**config.mk**
```make
export PLATFORM = sky130hd
export DESIGN_NAME = rpm_seq
export DESIGN_NICKNAME = d
export VERILOG_FILES = /design/src/rtl/rpm_pkg.sv /design/src/rtl/rpm_sync.sv /design/src/rtl/rpm_stretch.sv /design/src/rtl/rpm_mode_ctl.sv /design/src/rtl/rpm_seq.sv
export SDC_FILE = /design/constraint.sdc
export NUM_CORES = 1
export LEC_CHECK = 0
export BUFFER_PORTS_ARGS = -buffer_cell sky130_fd_sc_hd__buf_2
export CORE_ASPECT_RATIO = 0.7
export CORE_MARGIN = 1
export CORE_UTILIZATION = 44
export DETAILED_ROUTE_END_ITERATION = 8
export GPL_TIMING_DRIVEN = 0
export PLACE_DENSITY = 0.78
export SKIP_CTS_REPAIR_TIMING = 1
export SLEW_MARGIN = 40
export SYNTH_ARGS = -nofsm -noshare
export SYNTH_HDL_FRONTEND = slang
export SYNTH_SLANG_ARGS = --single-unit
```
**constraint.sdc**
```tcl
create_clock -name clk -period 1.4 [get_ports clk]
set_input_delay 0.28 -clock clk [delete_from_list [all_inputs] [get_ports clk]]
set_output_delay 0.28 -clock clk [all_outputs]
set_load 0.02 [all_outputs]
```
**src/rtl/rpm_pkg.sv**
```systemverilog
package rpm_pkg;

  typedef enum logic [1:0] {
    MODE_NORMAL = 2'b00,
    MODE_IDLE   = 2'b01,
    MODE_PDOWN  = 2'b10
  } rpm_mode_e;

endpackage

```
**src/rtl/rpm_sync.sv**
```systemverilog
module rpm_sync #(
  parameter int               WIDTH   = 2,
  parameter int               STAGES  = 2,
  parameter logic [WIDTH-1:0] RST_VAL = '1
) (
  input  logic             clk,
  input  logic             rst_n,
  input  logic [WIDTH-1:0] async_i,
  output logic [WIDTH-1:0] sync_o
);

  logic [WIDTH-1:0] stage_q [STAGES];

  for (genvar g = 0; g < STAGES; g++) begin : g_stage
    logic [WIDTH-1:0] stage_d;
    if (g == 0) begin : g_first
      assign stage_d = async_i;
    end else begin : g_rest
      assign stage_d = stage_q[g-1];
    end

    always_ff @(posedge clk or negedge rst_n) begin
      if (!rst_n) begin
        stage_q[g] <= RST_VAL;
      end else begin
        stage_q[g] <= stage_d;
      end
    end
  end

  assign sync_o = stage_q[STAGES-1];

endmodule

```
**src/rtl/rpm_stretch.sv**
```systemverilog
module rpm_stretch #(
  parameter int STATES = 16
) (
  input  logic clk,
  input  logic rst_n,
  input  logic trig_i,
  input  logic tick_i,
  output logic active_o
);

  localparam int CNT_W = (STATES > 1) ? $clog2(STATES) : 1;
  localparam logic [CNT_W-1:0] LAST = CNT_W'(STATES - 1);

  logic             active_q, active_d;
  logic [CNT_W-1:0] cnt_q, cnt_d;
  logic             count_en;

  assign count_en = active_q && tick_i;

  always_comb begin
    active_d = active_q;
    cnt_d    = cnt_q;
    if (trig_i) begin
      active_d = 1'b1;
      cnt_d    = '0;
    end else if (count_en) begin
      if (cnt_q == LAST) begin
        active_d = 1'b0;
        cnt_d    = '0;
      end else begin
        cnt_d = cnt_q + 1'b1;
      end
    end
  end

  always_ff @(posedge clk or negedge rst_n) begin
    if (!rst_n) begin
      active_q <= 1'b1;
      cnt_q    <= '0;
    end else begin
      active_q <= active_d;
      cnt_q    <= cnt_d;
    end
  end

  assign active_o = active_q;

  AST_TRIG_OPENS: assert property (@(posedge clk) disable iff (!rst_n)
    trig_i |=> (active_q && cnt_q == '0));
  AST_CLOSE_ON_TICK: assert property (@(posedge clk) disable iff (!rst_n)
    $fell(active_q) |-> ($past(tick_i) && !$past(trig_i)));
  AST_RETRIGGER: assert property (@(posedge clk) disable iff (!rst_n)
    (active_q && cnt_q != '0 && trig_i) |=> cnt_q == '0);

endmodule

```
**src/rtl/rpm_mode_ctl.sv**
```systemverilog
module rpm_mode_ctl
  import rpm_pkg::*;
#(
  parameter int WAKE_MIN = 3
) (
  input  logic      clk,
  input  logic      rst_n,
  input  logic      core_reset_i,
  input  logic      pd_enable_i,
  input  logic      pd_req_i,
  input  logic      idle_req_i,
  input  logic      irq_i,
  input  logic      wake_s_i,
  output rpm_mode_e mode_o,
  output logic      phase_en_o,
  output logic      osc_en_o
);

  localparam int WCNT_W = (WAKE_MIN > 1) ? $clog2(WAKE_MIN) : 1;
  localparam logic [WCNT_W-1:0] WLAST = WCNT_W'(WAKE_MIN - 1);

  rpm_mode_e         mode_q, mode_d;
  logic [WCNT_W-1:0] wcnt_q, wcnt_d;
  logic              osc_q, osc_d;
  logic              pd_go;

  assign pd_go = pd_req_i && pd_enable_i;

  always_comb begin
    mode_d = mode_q;
    wcnt_d = '0;
    osc_d  = osc_q;
    if (core_reset_i) begin
      mode_d = MODE_NORMAL;
      osc_d  = 1'b1;
    end else begin
      unique case (mode_q)
        MODE_NORMAL: begin
          if (pd_go) begin
            mode_d = MODE_PDOWN;
            osc_d  = 1'b0;
          end else if (idle_req_i) begin
            mode_d = MODE_IDLE;
          end
        end
        MODE_IDLE: begin
          if (irq_i) mode_d = MODE_NORMAL;
        end
        MODE_PDOWN: begin
          if (!wake_s_i) begin
            if (wcnt_q == WLAST) begin
              mode_d = MODE_NORMAL;
            end else begin
              wcnt_d = wcnt_q + 1'b1;
            end
          end
        end
        default: mode_d = MODE_NORMAL;
      endcase
    end
  end

  always_ff @(posedge clk or negedge rst_n) begin
    if (!rst_n) begin
      mode_q <= MODE_NORMAL;
      wcnt_q <= '0;
      osc_q  <= 1'b1;
    end else begin
      mode_q <= mode_d;
      wcnt_q <= wcnt_d;
      osc_q  <= osc_d;
    end
  end

  assign mode_o     = mode_q;
  assign phase_en_o = (mode_q != MODE_PDOWN);
  assign osc_en_o   = osc_q;

  AST_RESET_TO_NORMAL: assert property (@(posedge clk) disable iff (!rst_n)
    core_reset_i |=> mode_q == MODE_NORMAL);
  AST_PD_NEEDS_ENABLE: assert property (@(posedge clk) disable iff (!rst_n)
    (!pd_enable_i && mode_q != MODE_PDOWN) |=> mode_q != MODE_PDOWN);
  AST_WAKE_BY_LOW: assert property (@(posedge clk) disable iff (!rst_n)
    ($past(mode_q) == MODE_PDOWN && mode_q == MODE_NORMAL && !$past(core_reset_i))
      |-> !$past(wake_s_i));
  AST_OSC_OFF_IN_PD: assert property (@(posedge clk) disable iff (!rst_n)
    (mode_q == MODE_PDOWN) |-> !osc_q);
  AST_IDLE_HOLDS: assert property (@(posedge clk) disable iff (!rst_n)
    (mode_q == MODE_IDLE && !irq_i && !core_reset_i) |=> mode_q == MODE_IDLE);

endmodule

```
**src/rtl/rpm_seq.sv**
```systemverilog
module rpm_seq
  import rpm_pkg::*;
#(
  parameter int               STRETCH_STATES  = 16,
  parameter int               WAKE_MIN_CYCLES = 3,
  parameter int               SYNC_STAGES     = 2,
  parameter int               VEC_W           = 24,
  parameter logic [VEC_W-1:0] INT_VECTOR      = 24'hFF2080,
  parameter logic [VEC_W-1:0] EXT_VECTOR      = 24'h0F2080
) (
  input  logic             clk,
  input  logic             rst_n,
  input  logic             ext_rst_pin_n,
  input  logic             int_rst_req,
  input  logic             pd_enable,
  input  logic             pd_req,
  input  logic             idle_req,
  input  logic             irq_pending,
  input  logic             wake_pin_n,
  input  logic             strap_pin,
  input  logic             mem_internal,
  input  logic             state_tick,
  output logic             pin_pulldown_en,
  output logic             core_reset,
  output logic             test_mode,
  output logic [VEC_W-1:0] reset_vector,
  output logic [1:0]       mode,
  output logic             phase_clk_en,
  output logic             osc_en
);

  localparam int PIN_N = 2;
  localparam int P_EXT  = 1;
  localparam int P_WAKE = 0;

  logic [PIN_N-1:0] pins_s;
  logic             ext_s, wake_s;
  logic             ext_prev_q, ext_prev_d;
  logic             trig;
  logic             window_act;
  logic             tm_q, tm_d;
  rpm_mode_e        mode_st;

  rpm_sync #(
    .WIDTH  (PIN_N),
    .STAGES (SYNC_STAGES),
    .RST_VAL('1)
  ) u_pin_sync (
    .clk    (clk),
    .rst_n  (rst_n),
    .async_i({ext_rst_pin_n, wake_pin_n}),
    .sync_o (pins_s)
  );

  assign ext_s  = pins_s[P_EXT];
  assign wake_s = pins_s[P_WAKE];

  assign ext_prev_d = ext_s;
  assign trig       = (ext_prev_q && !ext_s) || int_rst_req;

  rpm_stretch #(
    .STATES(STRETCH_STATES)
  ) u_stretch (
    .clk     (clk),
    .rst_n   (rst_n),
    .trig_i  (trig),
    .tick_i  (state_tick),
    .active_o(window_act)
  );

  assign core_reset      = window_act || !ext_s;
  assign pin_pulldown_en = window_act;

  assign tm_d = core_reset ? !strap_pin : tm_q;

  always_ff @(posedge clk or negedge rst_n) begin
    if (!rst_n) begin
      ext_prev_q <= 1'b1;
      tm_q       <= 1'b0;
    end else begin
      ext_prev_q <= ext_prev_d;
      tm_q       <= tm_d;
    end
  end

  assign test_mode    = tm_q;
  assign reset_vector = mem_internal ? INT_VECTOR : EXT_VECTOR;

  rpm_mode_ctl #(
    .WAKE_MIN(WAKE_MIN_CYCLES)
  ) u_mode (
    .clk         (clk),
    .rst_n       (rst_n),
    .core_reset_i(core_reset),
    .pd_enable_i (pd_enable),
    .pd_req_i    (pd_req),
    .idle_req_i  (idle_req),
    .irq_i       (irq_pending),
    .wake_s_i    (wake_s),
    .mode_o      (mode_st),
    .phase_en_o  (phase_clk_en),
    .osc_en_o    (osc_en)
  );

  assign mode = mode_st;

  AST_TM_FROZEN: assert property (@(posedge clk) disable iff (!rst_n)
    !core_reset |=> $stable(tm_q));
  AST_PULLDOWN_IN_RESET: assert property (@(posedge clk) disable iff (!rst_n)
    $rose(pin_pulldown_en) |-> core_reset);

endmodule

```
==> results of run 1 <==
## stage by stage
step	area (um^2)	setup TNS [ps]
2_1_floorplan	905	0
5_1_grt	1130	-105
3_3_place_gp	1040	0
3_5_place_dp	1040	0
4_1_cts	1060	-255
6_report	1130	-37.7
## cells by family (layout without fill, tap and decap cells)
logic type	count (synthesis)	count (layout)
fa+ha+maj	1	1
xor+xnor	1	1
compound gates	12	12
buf+inv	26	56
simple gates	23	23
other cells	2	20
flops	16	16
## worst paths after layout
kind                                                   from                               end  slack (ps)
max                                      u_stretch.active_o                        core_reset         -40
min                                              wake_pin_n  u_pin_sync.g_stage[1].stage_d[0]         100
max reg2reg                              u_stretch.active_o                u_stretch.cnt_q[3]          70
min reg2reg                u_pin_sync.g_stage[1].stage_d[0]              u_pin_sync.sync_o[0]         360
max in group asynchronous                             rst_n              u_pin_sync.sync_o[0]         650
min in group asynchronous                             rst_n                  u_mode.wcnt_q[1]         450
## layout make-up
class / count / area, um^2 / area share, %
sequential: 16 / 410 / 36.3
multi-input combinational: 57 / 319 / 28.2
buffer: 25 / 191 / 16.9
timing repair buffer: 26 / 154 / 13.6
clock buffer: 4 / 26.3 / 2.32
tap: 21 / 26.3 / 2.32
inverter: 1 / 3.75 / 0.332
## sequential cells by signal, indices dropped and copies added, names as in the netlist
name                        flops
test_mode                       1
u_pin_sync.sync_o               2
u_mode.mode_o                   2
u_mode.osc_en_o                 1
u_mode.wcnt_q                   2
ext_prev_q                      1
u_pin_sync.g_stage.stage_d      2
u_stretch.active_o              1
u_stretch.cnt_q                 4
## critical path, cell delays in order (launching register included)
cell and delay [ps]:
dfstp_2 540, nand2b_4 120, buf_6 110, buf_6 110
## placed cells by master (no fill, tap or decap), drive strengths merged
cell / n
dfstp: 7
nor4b: 1
inv: 1
a21o: 2
xor2: 1
or3: 1
clkbuf: 4
dlygate4sd3: 1
dfrtp: 9
or2: 1
nand4: 1
a211oi: 1
o31ai: 1
nor3b: 1
buf: 50
nand2b: 5
nand3b: 1
nor2: 2
a21oi: 6
ha: 1
nand2: 5
nor4: 2
a311o: 1
o21ai: 1
nand3: 3
conb: 20
## routing by layer
layer  up-vias  part of all wire, %
met2        31                   52
met5         -                    0
met4         0                    0
met1       296                   41
li1        326                    -
met3         0                  7.0
## power breakdown
part           switching (uW)  total, uW  internal [uW]
clock network             130        241            110
registers                7.90        488            480
logic                    92.5        163           70.2
total                     230        891            661
==> impl_results.md, run 1 <==
- Mapped Cells: 81
- Reg2Reg Depth: 4
- Clock sinks: 16
- Min Hold Slack: 97.6 ps
- ANT cells: 0
- RSZ-0062 raised after global routing: yes
- Initial Util: 49.8%
- Initial antenna violation count: 0
- # setup viols final: 1
- Post-synthesis mux area share: 0%
- # rows: 12
- Met2 usage in global routing: 27.1%
- Final Power: 891 uW
- Vias in the first global route: 522
- # IOs: 43
- Synth warn: 0
- Core Area: 1680 um^2
- Grt met1 use: 16.9%
- Largest cells by area after synthesis: dfrtp_1, dfstp_2, buf_4
- Final WL: 1.52 mm
- Fin. max-slew vios: 0
- DRT iter0 DRCs: 13
- Met3 Use GR: 5.95%
- Synth Flop Type: dfrtp_1
- VDD IR max: 816 uV
- Max Fclk: 696 MHz
- Critical path launch point type: flop
- Top-area cell type share of the netlist area: 26.9%
- P&R area growth vs syn: 35.1%
- GRT busiest layer: met2
- NumNets Final: 143
- Die X: 54.1 um
- XOR/XNOR share of the synthesized area: 1.05%
- Max Cap Violations: 0
- Post-Synth Adder-Cell Area: 1.49%
- First-pass GRT wire length: 2.10 mm
- Post-synth EDFFs: 0
- Hold WC Path Type: input port to flop
- CP Data Required Time: 1120 ps
- Root buffer cell: clkbuf_4
- Netlist Area Pre-Place: 837 um^2
- Total track usage: 15.1%
- Clock Path Buffers: 2
- Total placed cells including tap cells: 141
- GRT overflow: 0
- Fin. Hold Viols: 0
- Worst hold stages: 1
- Port buffer count: 21
- Yosys top cell by area: dfrtp_1
- Fin crit period: 1440 ps
- Clk slew on worst S/H paths: 80 ps
- CTS tree: built
- Fillers: 136
- Via count: 653
- Cell variety after synth: 26
- Post-Synth Simple-Gate Area: 16.0%
- Worst skew pair latency: 280 ps
- Largest net degree at the start of global routing: 17
- Most common cell in the synthesized netlist: buf_4
- Share of cells above drive strength 1: 51.2%
- Complex-gate fraction of the synthesized area: 9.12%
- Ys async rst share: 100%
- Max Clock Skew: 9.24 ps
- ANT nets after route: 0
- Vias per cell: 4.35
- H-tree depth: 1
- Die height: 38.5 um
- Failing checks: negative setup slack
- Mean post-synth cell area: 10.3 um^2
- Leak: 0.000582 uW
- Cts bufs inserted: 3
- Fin crit share: 103%
- Crit. End Element: primary output
- Pwr Density: 788 nW/um^2
- Post-synth top cells: buf_4, dfrtp_1, dfstp_2
- Synthesized flop and latch total: 16
- Main combinational cell family by area after synthesis: buffers and inverters
- DP HPWL: 1.10 mm
- Final Non-Filler Cells: 150
- Crit Path Class: flop to primary output
- DR pass1 iterations: 4
- Post-Place Worst Slack: 64.9 ps
- Routed wire per std cell: 10.1 um
- Post-synthesis sequential area ratio: 48.9%
- Status: finished, violations left
- Routability Congestion: 0.769
- Critical Path Fanout Max: 5
- Die area: 2080 um^2
- Final worst-path setup slack: -37.7 ps
- Final Core Density: 67.3%
- CP arrival: 1160 ps
- Drt drc: 0
Power figures use the tool's default switching activity.
==> run 2: changes to the inputs <==
- CORE_ASPECT_RATIO: 0.7 -> 1.25
==> run 2 against run 1 <==
The flow still finishes with violations (negative setup slack). Worst hold slack got worse by 15 ps. Sequential cell count is the same. Non-clock buffer count shrank 1. Clock-buffer cell count unchanged. Total power grew 0.42%. Global-route usage fell by 1.5 points. Clock skew shrank 4.4 ps. Core utilization down 3.5 points. Die area barely moved. Critical path depth stayed put.
==> impl_results.md, run 2 (same netlist as run 1, synthesis figures left out) <==
- Most frequent CP cell: buf_6
- Max Cap Violations: 0 (unchanged)
- DRT iter0 DRCs: 0 (-13)
- Clock sinks: 16 (unchanged)
- Fin crit period: 1460 ps (+19.2 ps)
- CTS tree: built
- Leak: 0.000578 uW (-0.70%)
- RR Startpoint: u_stretch.active_o
- # IOs: 43 (unchanged)
- CP Data Required Time: 1120 ps (about the same)
- Family with the most delay on the worst path: flip-flops
- ANT nets after route: 0 (unchanged)
- Max Fclk: 686 MHz (-1.3%)
- R2R setup slack: 30 ps (-40 ps)
- H-tree depth: 1 (unchanged)
- Core Area: 1770 um^2 (+5.0%)
- Fin crit share: 104% (+1.4 points)
- Clock Path Buffers: 2 (unchanged)
- P&R area growth vs syn: 34.4%
- Crit Path Class: flop to primary output
- Critical path launch point type: flop
- Total track usage: 13.6% (-1.5 points)
- Max Clock Skew: 4.83 ps (-4.41 ps)
- Fin. max-slew vios: 0 (unchanged)
- GRT overflow: 0 (unchanged)
- Via count: 623 (-4.6%)
- Initial Util: 47.4% (-2.4 points)
- Most common cell after layout, fill and taps aside: buf_4
- Most frequent cells in the layout: buf_4, conb_1, buf_2
- FF/Latch Area: 410 um^2 (unchanged)
- Final Non-Filler Cells: 147 (-2.0%)
- Clk slew on worst S/H paths: 90 ps (about the same)
- Fillers: 152 (+12%)
- Die area: 2080 um^2 (about the same)
- Drt drc: 0 (unchanged)
- Post-Place Worst Slack: 86.5 ps (+21.7 ps)
- Die X: 41.0 um (-24%)
- Biggest register: u_stretch.cnt_q
- Slowest stage delay, CP: 550 ps (about the same)
- Crit path cell chain: nand2b_4, buf_6, buf_6
- Final WL: 1.35 mm (-11%)
- Initial antenna violation count: 0 (unchanged)
- Max reg flops: 4 (unchanged)
- Cts bufs inserted: 3 (unchanged)
- Fin. Hold Viols: 0 (unchanged)
- Pwr Density: 795 nW/um^2 (+0.98%)
- NumNets Final: 142 (-0.70%)
- Routability Congestion: 0.714 (-7.2%)
- Status: finished, violations left
- Crit. End Element: primary output
- Vias per cell: 4.24 (-2.6%)
- Final Core Density: 63.7% (-3.5 points)
- Root buffer cell: clkbuf_4
- Largest net degree at the start of global routing: 17 (unchanged)
- DP HPWL: 1.00 mm (-8.8%)
- Vias in the first global route: 469 (-10%)
- VDD IR max: 651 uV (-20%)
- Hold WC Path Type: input port to flop
- First-pass GRT wire length: 1.85 mm (-12%)
- Share of cells above drive strength 1: 51.6% (+0.40 points)
- ANT cells: 0 (unchanged)
- Die height: 50.8 um (+32%)
- Worst skew pair latency: 280 ps (about the same)
- Source of the critical timing path: u_stretch.active_o
- Total placed cells including tap cells: 139 (-1.4%)
- # rows: 17 (+5)
- CP bufs+invs: 2 (unchanged)
- Failing checks: negative setup slack
- CP arrival: 1180 ps (+20 ps)
- # setup viols final: 1 (unchanged)
- Port buffer count: 21 (unchanged)
- Hold Startpoint: ext_rst_pin_n
- Critical Path Fanout Max: 6 (+1)
- DR pass1 iterations: 1 (-3)
- RSZ-0062 raised after global routing: yes
- Multi-input gate area: 323 um^2 (+1.2%)
- Final worst-path setup slack: -56.9 ps (-19.2 ps)
- Routed wire per std cell: 9.18 um (-9.2%)
- CP max stage cell: dfstp_2
run 2: cell count changes in the layout (fill, tap and decap cells not counted), sizes merged:
| cell | before | now |
|---|---|---|
| buf | 50 | 49 |
run 2: metal layers:
layer	GRT usage, %	wire (um)
met5	0	0
met4	10.0	34
met3	2.65	121
met2	20.6	649
met1	16.0	545
run 2: final timing paths:
path / endpoint / depth (start not counted)
setup reg to reg: u_stretch.cnt_q[3] / 4
min in group asynchronous: test_mode / 2
setup / recovery: core_reset / 3
hold / removal: u_pin_sync.g_stage[1].stage_d[1] / 1
max in group asynchronous: u_pin_sync.g_stage[1].stage_d[0] / 2
hold reg to reg: u_pin_sync.sync_o[1] / 0
run 2: cell type report:
cell class              count  share of cell area (%)
clock buffers               4                    2.34
flip-flops and latches     16                    36.5
multi-input cells          57                    28.7
plain buffers              25                    17.0
inverters                   1                   0.334
repair buffers             25                    13.0
well taps                  19                    2.11
run 2: worst register-to-register path, cell delays in order, from the launching register on:
cell and delay, ps:
dfstp_2 550, buf_4 130, nand3_1 100, or3_4 390, a21oi_2 140
run 2: power breakdown:
part	total, uW	leakage (uW)	switching [uW]	internal, uW
clock network	246	0.0000150	135	111
logic	161	0.000368	90.9	70.4
registers	487	0.000194	7.66	480
run 2: metrics by stage:
| stage | hold slack, ps | power, uW | area (um^2) | setup TNS [ps] |
|---|---|---|---|---|
| 6_report | 82.7 | 895 | 1120 | -56.9 |
| 5_1_grt | 71.3 | 943 | 1120 | -141 |
| 3_3_place_gp | 200 | 651 | 1030 | 0 |
| 3_5_place_dp | 205 | 653 | 1030 | 0 |
| 2_1_floorplan | -15.6 | 618 | 905 | 0 |
| 4_1_cts | -110 | 901 | 1060 | -237 |
==> run 3: changes to the inputs <==
- CORE_UTILIZATION: 44 -> 47
- PLACE_DENSITY: 0.78 -> 0.82
- clock period: 1.4 -> 1.8 ns (I/O delays scaled with it)
==> run 3 against run 2 <==
The run now ends clean. Combinational power fell by 22%. Clock skew rose by 2.6 ps. Sequential cell count did not move. Via count rose by 3.0%. Global-route usage rose by 2.7 points. Final cell count fell by 2.7%. First-iteration DRC count rose by 9. Wire length rose by 5.0%. Setup slack improved by 150 ps. Cell area fell by 5.0%. Largest cell class unchanged. Largest power group unchanged.
==> impl_results.md, run 3 (same netlist as run 1, synthesis figures left out) <==
- Status: finished, final reports clean
- DRT iter0 DRCs: 9 (+9)
- Fin crit period: 1710 ps
- Final WL: 1.42 mm (+5.0%)
- Clk slew on worst S/H paths: 80 ps (about the same)
- Pwr Density: 648 nW/um^2 (-19%)
- Cts bufs inserted: 3 (unchanged)
- Most common cell after layout, fill and taps aside: buf_4
- Routed wire per std cell: 9.91 um (+7.9%)
- Max Clock Skew: 7.48 ps (+2.65 ps)
- Via count: 642 (+3.0%)
- Final Power: 692 uW (-23%)
- Fin. max-slew vios: 0 (unchanged)
- Fin crit share: 95.0%
- Share of cells above drive strength 1: 47.2% (-4.4 points)
- P&R area growth vs syn: 27.7%
- # rows: 16 (-1)
- Most frequent cells in the layout: buf_4, buf_2, conb_1
- CP arrival: 1350 ps (+170 ps)
- H-tree depth: 1 (unchanged)
- DP HPWL: 1.09 mm (+8.7%)
- Core Area: 1620 um^2 (-8.1%)
- Die area: 1950 um^2 (-6.1%)
- Max reg flops: 4 (unchanged)
- First-pass GRT wire length: 2.19 mm (+18%)
- Setup TNS: 0 ps (+56.9 ps)
- Worst skew pair latency: 280 ps (about the same)
- Die height: 49.2 um (-3.1%)
- Port buffer count: 21 (unchanged)
- VDD IR max: 466 uV (-28%)
- Total placed cells including tap cells: 138 (-0.72%)
- CTS tree: built
- Routability Congestion: 0.629 (-12%)
- Drt drc: 0 (unchanged)
- Crit Path Class: flop to primary output
- Leak: 0.000545 uW (-5.6%)
- Final Non-Filler Cells: 143 (-2.7%)
- # setup viols final: 0 (-1)
- Vias in the first global route: 566 (+21%)
- # IOs: 43 (unchanged)
- Root buffer cell: clkbuf_4
- GRT overflow: 0 (unchanged)
- Initial Util: 51.6% (+4.2 points)
- Total track usage: 16.3% (+2.7 points)
- ANT nets after route: 0 (unchanged)
- Hold WC Path Type: input port to flop
- Min Hold Slack: 175 ps (+92.2 ps)
- Critical Path Fanout Max: 8 (+2)
- Clock Path Buffers: 2 (unchanged)
- Die X: 39.7 um (-3.1%)
- CP Data Required Time: 1440 ps (+320 ps)
- Critical path launch point type: flop
- Crit. End Element: primary output
- RSZ-0062 raised after global routing: no
- NumNets Final: 139 (-2.1%)
- Fin. Hold Viols: 0 (unchanged)
- Clock sinks: 16 (unchanged)
- ANT cells: 0 (unchanged)
- Largest net degree at the start of global routing: 17 (unchanged)
- Vias per cell: 4.49 (+5.9%)
- Final Core Density: 65.9% (+2.2 points)
- Initial antenna violation count: 0 (unchanged)
- Biggest register: u_stretch.cnt_q
- Max Fclk: 585 MHz
- DR pass1 iterations: 4 (+3)
- Max Cap Violations: 0 (unchanged)
run 3: changes by cell type in the layout (fill, tap and decap cells not counted), sizes merged:
cell  change
buf       -3
run 3: layout make-up:
cell class / count / area, um^2
Tap cell: 18 / 22.5
Fill cell: 147 / 553
Inverter: 1 / 3.75
Clock buffer: 4 / 26.3
Buffer: 25 / 185
Timing Repair Buffer: 22 / 115
Multi-Input combinational cell: 57 / 307
Sequential cell: 16 / 409
run 3: worst paths after layout:
kind / startpoint / to / slack (ps) / depth (start not counted)
max in group asynchronous: rst_n / u_pin_sync.g_stage[1].stage_d[0] / 990 / 2
worst max register to register: u_stretch.active_o / u_stretch.cnt_q[3] / 520 / 3
min in group asynchronous: rst_n / u_stretch.cnt_q[1] / 500 / 2
worst min-delay path: ext_rst_pin_n / u_pin_sync.g_stage[1].stage_d[1] / 170 / 1
worst max-delay path: u_stretch.active_o / core_reset / 90 / 3
worst min register to register: u_pin_sync.g_stage[1].stage_d[1] / u_pin_sync.sync_o[1] / 360 / 0
run 3: critical path: stages, from the launching register on:
cell and delay, ps:
dfstp_2 590, nand2b_1 120, buf_2 170, buf_2 190
run 3: per-stage QoR:
step | instance area (um^2) | setup slack [ps]
2_1_floorplan | 905 | 509
3_3_place_gp | 1030 | 413
3_5_place_dp | 1030 | 395
4_1_cts | 1060 | 85.1
5_1_grt | 1070 | 15.5
6_report | 1070 | 90.6
run 3: power by group:
| group | switching, uW | total, uW | leakage [uW] | internal, uW |
|---|---|---|---|---|
| registers | 5.69 | 379 | 0.000196 | 373 |
| clock network | 101 | 187 | 0.0000150 | 86.0 |
| logic | 71.6 | 126 | 0.000334 | 54.6 |
run 3: per-layer routing:
metal / up-vias / track usage (%) / routed length [um]
li1: 313 / - / -
met1: 279 / 15.4 / 515
met2: 43 / 30.9 / 734
met3: 7 / 1.37 / 131
met4: 0 / 8.62 / 36
met5: - / 0 / 0
